### src/rtl/tap_ext_pkg.sv
`timescale 1ns/1ps
package tap_ext_pkg;
  localparam int NUM_USER = 2;

  typedef enum logic [3:0] {
    ST_EXIT2_DR = 4'h0, ST_EXIT1_DR = 4'h1, ST_SHIFT_DR = 4'h2, ST_PAUSE_DR = 4'h3,
    ST_SEL_IR   = 4'h4, ST_UPD_DR   = 4'h5, ST_CAP_DR   = 4'h6, ST_SEL_DR   = 4'h7,
    ST_EXIT2_IR = 4'h8, ST_EXIT1_IR = 4'h9, ST_SHIFT_IR = 4'hA, ST_PAUSE_IR = 4'hB,
    ST_RTI      = 4'hC, ST_UPD_IR   = 4'hD, ST_CAP_IR   = 4'hE, ST_TLR      = 4'hF
  } tap_state_e;

  typedef enum logic [1:0] {
    SRC_BYPASS = 2'd0,
    SRC_DR     = 2'd1,
    SRC_USER1  = 2'd2,
    SRC_USER2  = 2'd3
  } dr_src_e;
endpackage

### src/rtl/tap_ext_decode.sv
`timescale 1ns/1ps
module tap_ext_decode
  import tap_ext_pkg::*;
#(
  parameter int              IR_W      = 4,
  parameter logic [IR_W-1:0] USER1_OP  = 4'h2,
  parameter logic [IR_W-1:0] USER2_OP  = 4'h3,
  parameter logic [IR_W-1:0] EXTEST_OP = 4'h0,
  parameter logic [IR_W-1:0] SAMPLE_OP = 4'h1
) (
  input  logic [IR_W-1:0]     ir_i,
  output logic [NUM_USER-1:0] user_sel_o,
  output dr_src_e             dr_src_o
);
  localparam logic [IR_W-1:0] USER_OP [NUM_USER] = '{USER1_OP, USER2_OP};

  for (genvar g = 0; g < NUM_USER; g++) begin : g_user
    assign user_sel_o[g] = (ir_i == USER_OP[g]);
  end

  // user opcodes win over the boundary ones; anything unknown falls to bypass
  always_comb begin
    if (user_sel_o[0])                              dr_src_o = SRC_USER1;
    else if (user_sel_o[1])                         dr_src_o = SRC_USER2;
    else if (ir_i == EXTEST_OP || ir_i == SAMPLE_OP) dr_src_o = SRC_DR;
    else                                            dr_src_o = SRC_BYPASS;
  end
endmodule

### src/rtl/tap_ext_bypass.sv
`timescale 1ns/1ps
module tap_ext_bypass (
  input  logic tck_i,
  input  logic rst_ni,
  input  logic sel_i,
  input  logic capture_i,
  input  logic shift_i,
  input  logic tdi_i,
  output logic q_o
);
  always_ff @(posedge tck_i or negedge rst_ni) begin
    if (!rst_ni)                q_o <= 1'b0;
    else if (sel_i && capture_i) q_o <= 1'b0;
    else if (sel_i && shift_i)   q_o <= tdi_i;
  end
endmodule

### src/rtl/tap_ext_clk_gate.sv
`timescale 1ns/1ps
module tap_ext_clk_gate (
  input  logic tck_i,
  input  logic rst_ni,
  input  logic en_i,
  output logic gclk_o
);
  logic en_q;

  // enable moves only while TCK is low, so the AND cannot glitch
  always_ff @(negedge tck_i or negedge rst_ni) begin
    if (!rst_ni) en_q <= 1'b0;
    else         en_q <= en_i;
  end

  assign gclk_o = tck_i & en_q;
endmodule

### src/rtl/tap_ext_tdo.sv
`timescale 1ns/1ps
module tap_ext_tdo
  import tap_ext_pkg::*;
(
  input  logic                tck_i,
  input  logic                rst_ni,
  input  logic                shift_dr_i,
  input  logic                shift_ir_i,
  input  dr_src_e             dr_src_i,
  input  logic                bypass_i,
  input  logic                dr_tdo_i,
  input  logic [NUM_USER-1:0] user_tdo_i,
  input  logic                ir_tdo_i,
  output logic                tdo_o,
  output logic                tdo_en_o
);
  logic dr_bit;

  always_comb begin
    unique case (dr_src_i)
      SRC_USER1: dr_bit = user_tdo_i[0];
      SRC_USER2: dr_bit = user_tdo_i[1];
      SRC_DR:    dr_bit = dr_tdo_i;
      default:   dr_bit = bypass_i;
    endcase
  end

  always_ff @(negedge tck_i or negedge rst_ni) begin
    if (!rst_ni) begin
      tdo_o    <= 1'b0;
      tdo_en_o <= 1'b0;
    end else begin
      tdo_en_o <= shift_dr_i | shift_ir_i;
      if (shift_ir_i)      tdo_o <= ir_tdo_i;
      else if (shift_dr_i) tdo_o <= dr_bit;
    end
  end
endmodule

### src/rtl/tap_user_ext.sv
`timescale 1ns/1ps
module tap_user_ext
  import tap_ext_pkg::*;
#(
  parameter int              IR_W      = 4,
  parameter logic [IR_W-1:0] USER1_OP  = 4'h2,
  parameter logic [IR_W-1:0] USER2_OP  = 4'h3,
  parameter logic [IR_W-1:0] EXTEST_OP = 4'h0,
  parameter logic [IR_W-1:0] SAMPLE_OP = 4'h1
) (
  input  logic            tck_i,
  input  logic            rst_ni,
  input  logic [3:0]      tap_state_i,
  input  logic [IR_W-1:0] ir_i,
  input  logic            tdi_i,
  input  logic            ir_tdo_i,
  input  logic            dr_tdo_i,
  input  logic            user_tdo1_i,
  input  logic            user_tdo2_i,
  output logic            sel1_o,
  output logic            sel2_o,
  output logic            drck_o,
  output logic            idle_o,
  output logic            tdo_o,
  output logic            tdo_en_o
);
  logic [NUM_USER-1:0] user_sel;
  dr_src_e             dr_src;
  logic                st_cap_dr, st_shift_dr, st_shift_ir, st_rti;
  logic                bypass_q;

  assign st_cap_dr   = (tap_state_i == ST_CAP_DR);
  assign st_shift_dr = (tap_state_i == ST_SHIFT_DR);
  assign st_shift_ir = (tap_state_i == ST_SHIFT_IR);
  assign st_rti      = (tap_state_i == ST_RTI);

  tap_ext_decode #(
    .IR_W(IR_W), .USER1_OP(USER1_OP), .USER2_OP(USER2_OP),
    .EXTEST_OP(EXTEST_OP), .SAMPLE_OP(SAMPLE_OP)
  ) u_decode (
    .ir_i       (ir_i),
    .user_sel_o (user_sel),
    .dr_src_o   (dr_src)
  );

  tap_ext_bypass u_bypass (
    .tck_i     (tck_i),
    .rst_ni    (rst_ni),
    .sel_i     (dr_src == SRC_BYPASS),
    .capture_i (st_cap_dr),
    .shift_i   (st_shift_dr),
    .tdi_i     (tdi_i),
    .q_o       (bypass_q)
  );

  tap_ext_clk_gate u_drck (
    .tck_i  (tck_i),
    .rst_ni (rst_ni),
    .en_i   ((|user_sel) && (st_cap_dr || st_shift_dr)),
    .gclk_o (drck_o)
  );

  tap_ext_tdo u_tdo (
    .tck_i      (tck_i),
    .rst_ni     (rst_ni),
    .shift_dr_i (st_shift_dr),
    .shift_ir_i (st_shift_ir),
    .dr_src_i   (dr_src),
    .bypass_i   (bypass_q),
    .dr_tdo_i   (dr_tdo_i),
    .user_tdo_i ({user_tdo2_i, user_tdo1_i}),
    .ir_tdo_i   (ir_tdo_i),
    .tdo_o      (tdo_o),
    .tdo_en_o   (tdo_en_o)
  );

  assign sel1_o = user_sel[0];
  assign sel2_o = user_sel[1];
  assign idle_o = ~(tck_i & st_rti);
endmodule

### config.mk
export PLATFORM = sky130hd
export DESIGN_NAME = tap_user_ext
export DESIGN_NICKNAME = d
export VERILOG_FILES = /design/src/rtl/tap_ext_pkg.sv /design/src/rtl/tap_ext_decode.sv /design/src/rtl/tap_ext_bypass.sv /design/src/rtl/tap_ext_clk_gate.sv /design/src/rtl/tap_ext_tdo.sv /design/src/rtl/tap_user_ext.sv
export SDC_FILE = /design/constraint.sdc
export NUM_CORES = 1
export LEC_CHECK = 0
export BUFFER_PORTS_ARGS = -buffer_cell sky130_fd_sc_hd__buf_2
export CAP_MARGIN = 20
export CORE_AREA = 2 2 39 41
export CTS_CLUSTER_DIAMETER = 40
export CTS_CLUSTER_SIZE = 28
export DETAILED_ROUTE_END_ITERATION = 8
export DIE_AREA = 0 0 41 43
export SETUP_SLACK_MARGIN = 0.3
export SLEW_MARGIN = 20
export SYNTH_ARGS = -nofsm -noshare
export SYNTH_HDL_FRONTEND = slang
export SYNTH_SLANG_ARGS = --single-unit
### constraint.sdc
create_clock -name tck_i -period 0.85 [get_ports tck_i]
set_input_delay 0.085 -clock tck_i [delete_from_list [all_inputs] [get_ports tck_i]]
set_output_delay 0.085 -clock tck_i [all_outputs]
set_load 0.03 [all_outputs]
# Word level (Yosys, flattened, before mapping)
# Index checks and enable logic that the tools add are counted.
# word_totals
out_inout_bits,6
reg_bits,4
latch_bits,0
mem_count,0
ramBits,0
inputBits,15
romBits,0
word_cells,36
# classes
n_reduce_logical,10
multipliers,0
add_sub_neg,0
n_eq_ne,10
shifts,0
bitwise,4
n_mux,8
div_mod_pow,0
order_cmp,0
# ops
operator,count
equality test 4 x 2 -> 1 bit (second input constant),3
equality test 4 bit (second input constant),2
two-way mux 1 bit,5
equality test 2 bit (second input constant),2
equality test 4 x 1 -> 1 bit (second input constant),1
equality test 4 x 3 -> 1 bit (second input constant),1
zero test 4 bit,1
two-way mux 2 bit,2
nonzero test 2 bit,2
logical AND 1 bit,3
case mux 1 bit (3 select lines),1
bitwise AND 1 bit,2
equality test 2 x 1 -> 1 bit (second input constant),1
zero test 2 bit,1
logical OR 1 bit,2
OR reduction 2 bit,1
NOT 1 bit,1
OR 1 bit,1

# Longest topological paths before layout
# logic_depth
word_depth,9
mapped_depth,3
depth_no_buf,3

# Cells and area by module
# A second synthesis with hierarchy kept.
# unflattened
cells_unflattened,25
area_unflattened_um2,276.5
# modules_own_cells
module,seq_area_each_um2,n_inst,area_each_um2,cells_per_inst
tap_ext_tdo,50.0,1,101.3,6
tap_user_ext,0.0,1,60.1,8
tap_ext_bypass,25.0,1,46.3,4
tap_ext_decode,0.0,1,37.5,5
tap_ext_clk_gate,25.0,1,31.3,2

==> results.py <==
metrics = {
    "critical_path": {
        "critPathKind": "reg -> out",
        "critical_path.max_fanout": 1,
        "start_kind": "flop",
        "cp_data_arrival_time_ns": 1.42,
        "cp_data_required_time_ns": 0.76,
        "crit_path_end_kind": "primary output",
    },
    "grt": {
        "grt.overflow.total": 0,
        "grt_pass1_vias": 418,
        "grt_max_degree": 5,
        "antenna_found_initial": 0,
        "grt_pass1_wl_mm": 1.52,
        "grt.total_usage_pct": 14.2,
    },
    "timing": {
        "setup_ws_ns": -0.655,
        "hold_violations": 0,
        "clock_skew_ns": 0.0216,
        "maxSlewViolCount": 0,
        "setup_viol": 7,
        "rsz0062_at_grt": "yes",
        "worstMarginPinSlew_ns": 0.256,
        "max_slew_margin_pct": 82.9,
    },
    "floorplanning": {
        "die_y_um": 43,
        "coreArea_um2": 1380,
        "dieArea_um2": 1760,
        "die_w_um": 41,
        "rows": 14,
        "io_pins": 21,
        "initial_core_util_pct": 18.9,
    },
    "synthesis": {
        "synth_flop_cell": "dfrtn_1",
        "netlist_instances": 25,
        "synthDistinctLibCells": 18,
        "syn_area_per_cell_um2": 10.5,
        "ys_warn_count": 0,
        "ys_seq_area_share_pct": 38.3,
        "async_reset_ff_share_pct": 100,
        "ys_seq_elements": 4,
        "synthesis.area_um2": 262,
        "synth-edff-count": 0,
        "synth_nets": 40,
    },
    "hold_path": {
        "hp-class": "in -> reg",
    },
    "finish": {
        "area_delta_synth_final_pct": 191,
        "final_cell_area_um2": 762,
        "nets": 85,
        "diodes": 0,
        "layout-drive-gt1-share_pct": 78.6,
        "finish.utilization_pct": 55.1,
    },
    "detailed_routing": {
        "drt_wl_total_um": 980,
        "first_iter_violations": 5,
        "antenna_left": 0,
        "vias": 374,
        "first_pass_iters": 2,
        "wl_per_cell_um": 11.4,
        "viasPerCell": 4.35,
        "drc": 0,
    },
    "power_and_ir_drop": {
        "ir_worst_vdd_mv": 1.23,
        "power.leakage_nw": 0.368,
        "power_density_nw_per_um2": 1600,
    },
    "outcome": {
        "status": "finished with violations",
        "violations": "negative setup slack",
    },
    "clock_tree": {
        "cts_tree": "yes",
        "path_clk_slew_ns": 0.04,
        "clkLatencyLatePin_ns": 0.37,
    },
    "placement": {
        "place_congestion": 0.692,
        "placed_area_um2": 502,
        "portBuffers": 20,
    },
    "job": {
        "maxCapViolations": 0,
    },
}
[final cells by class]
type / instances / area (um2)
Fill cell: 134 / 622
Timing Repair Buffer: 34 / 317
Multi-Input combinational cell: 19 / 229
Sequential cell: 4 / 100
Clock buffer: 11 / 88.8
Tap cell: 16 / 20.0
Inverter: 2 / 7.51
[stage by stage]
stage          hold slack (ns)  std cells  setup WS (ns)  setup TNS (ns)  total power [mW]
6_report                0.0553         86         -0.655           -2.38              1.22
5_1_grt                 0.0596         86         -0.689           -2.58              1.30
4_1_cts                 0.0447         84         -0.664           -2.31              1.22
3_5_place_dp            -0.105         71         -0.623           -2.52             0.467
3_3_place_gp            -0.106         71         -0.601           -2.46             0.461
2_1_floorplan           -0.211         25         -0.458           -1.17             0.334
[final timing paths]
kind                                          start                       end  slack [ns]  cells after the start
min in group asynchronous                    rst_ni  u_bypass.q_o$_DFFE_PN0P_        0.07                      2
max in group asynchronous                    rst_ni     u_drck.en_q$_DFF_NN0_        0.34                      2
max reg2reg                u_bypass.q_o$_DFFE_PN0P_   u_tdo.tdo_o$_DFFE_NN0P_       -0.40                      2
max                           u_drck.en_q$_DFF_NN0_                    drck_o       -0.65                      2
min reg2reg                u_bypass.q_o$_DFFE_PN0P_  u_bypass.q_o$_DFFE_PN0P_        0.61                      3
min                                           tdi_i  u_bypass.q_o$_DFFE_PN0P_        0.06                      3
[layer usage]
metal	track usage, %	up-vias	wire length (um)	share of wire (%)
met5	0	-	0	0
met4	11.3	0	23	2.3
met3	12.0	5	98	10
met2	20.3	20	570	58
met1	11.6	170	288	29
li1	-	179	-	-
[power breakdown]
part / switching [mW] / internal [mW]
sequential: 0.0135 / 0.213
combinational: 0.138 / 0.201
clock: 0.191 / 0.463
total: 0.343 / 0.877
[cells by family (layout without fill, tap and decap cells)]
logic type	count (synthesis)	count (layout)	synth area share [%]
buffers and inverters	2	47	2.87
AO/OA/AOI/OAI	5	5	23.4
flip-flops	4	4	38.3
multiplexers	2	2	9.57
AND/OR/NAND/NOR	12	12	25.8
[layout by cell type (no fill, tap or decap)]
cell / n
buf_2: 8
buf_4: 7
and2_4: 1
or3b_4: 1
buf_8: 3
nor2_2: 1
o21ai_1: 1
buf_6: 17
dfrtp_1: 1
o211ai_1: 1
o41ai_4: 1
and3_4: 1
nor2_4: 3
clkbuf_4: 6
and2_1: 1
clkbuf_1: 2
clkbuf_8: 1
dfrtn_1: 3
a2111oi_4: 1
mux2i_1: 1
inv_1: 2
o21ai_4: 1
dlygate4sd3_1: 1
mux2_4: 1
nand4_1: 1
nand2_4: 1
nor3b_4: 1
nor2b_1: 1
[flip-flops by register name, summed over array words and instances (netlist names)]
name            count
u_drck.en_q         1
u_tdo.tdo_o         1
u_bypass.q_o        1
u_tdo.tdo_en_o      1
[worst max-delay path, cell delays in order, from the launching register on]
cell and delay (ns):
dfrtn_1 0.38, and2_4 0.13, buf_6 0.12
[synthesized netlist by cell type, types with 2 or more instances]
library cell  count  area (um2)
and2_1            2        12.5
dfrtn_1           3        75.1
nor2_1            4        15.0
inv_1             2        7.51
[what timing repair did]
| item | 4_1_cts | 5_1_grt |
|---|---|---|
| endpoints found under the setup margin | 14 | 13 |
| setup buffers | 3 | 2 |
| resized for setup | 37 | 2 |
| hold endpoints to repair | 4 | 0 |
| hold buffers | 1 | 0 |
| pin swaps | 6 | 4 |
| gates cloned | 0 | 0 |
Power figures use the tool's default switching activity.
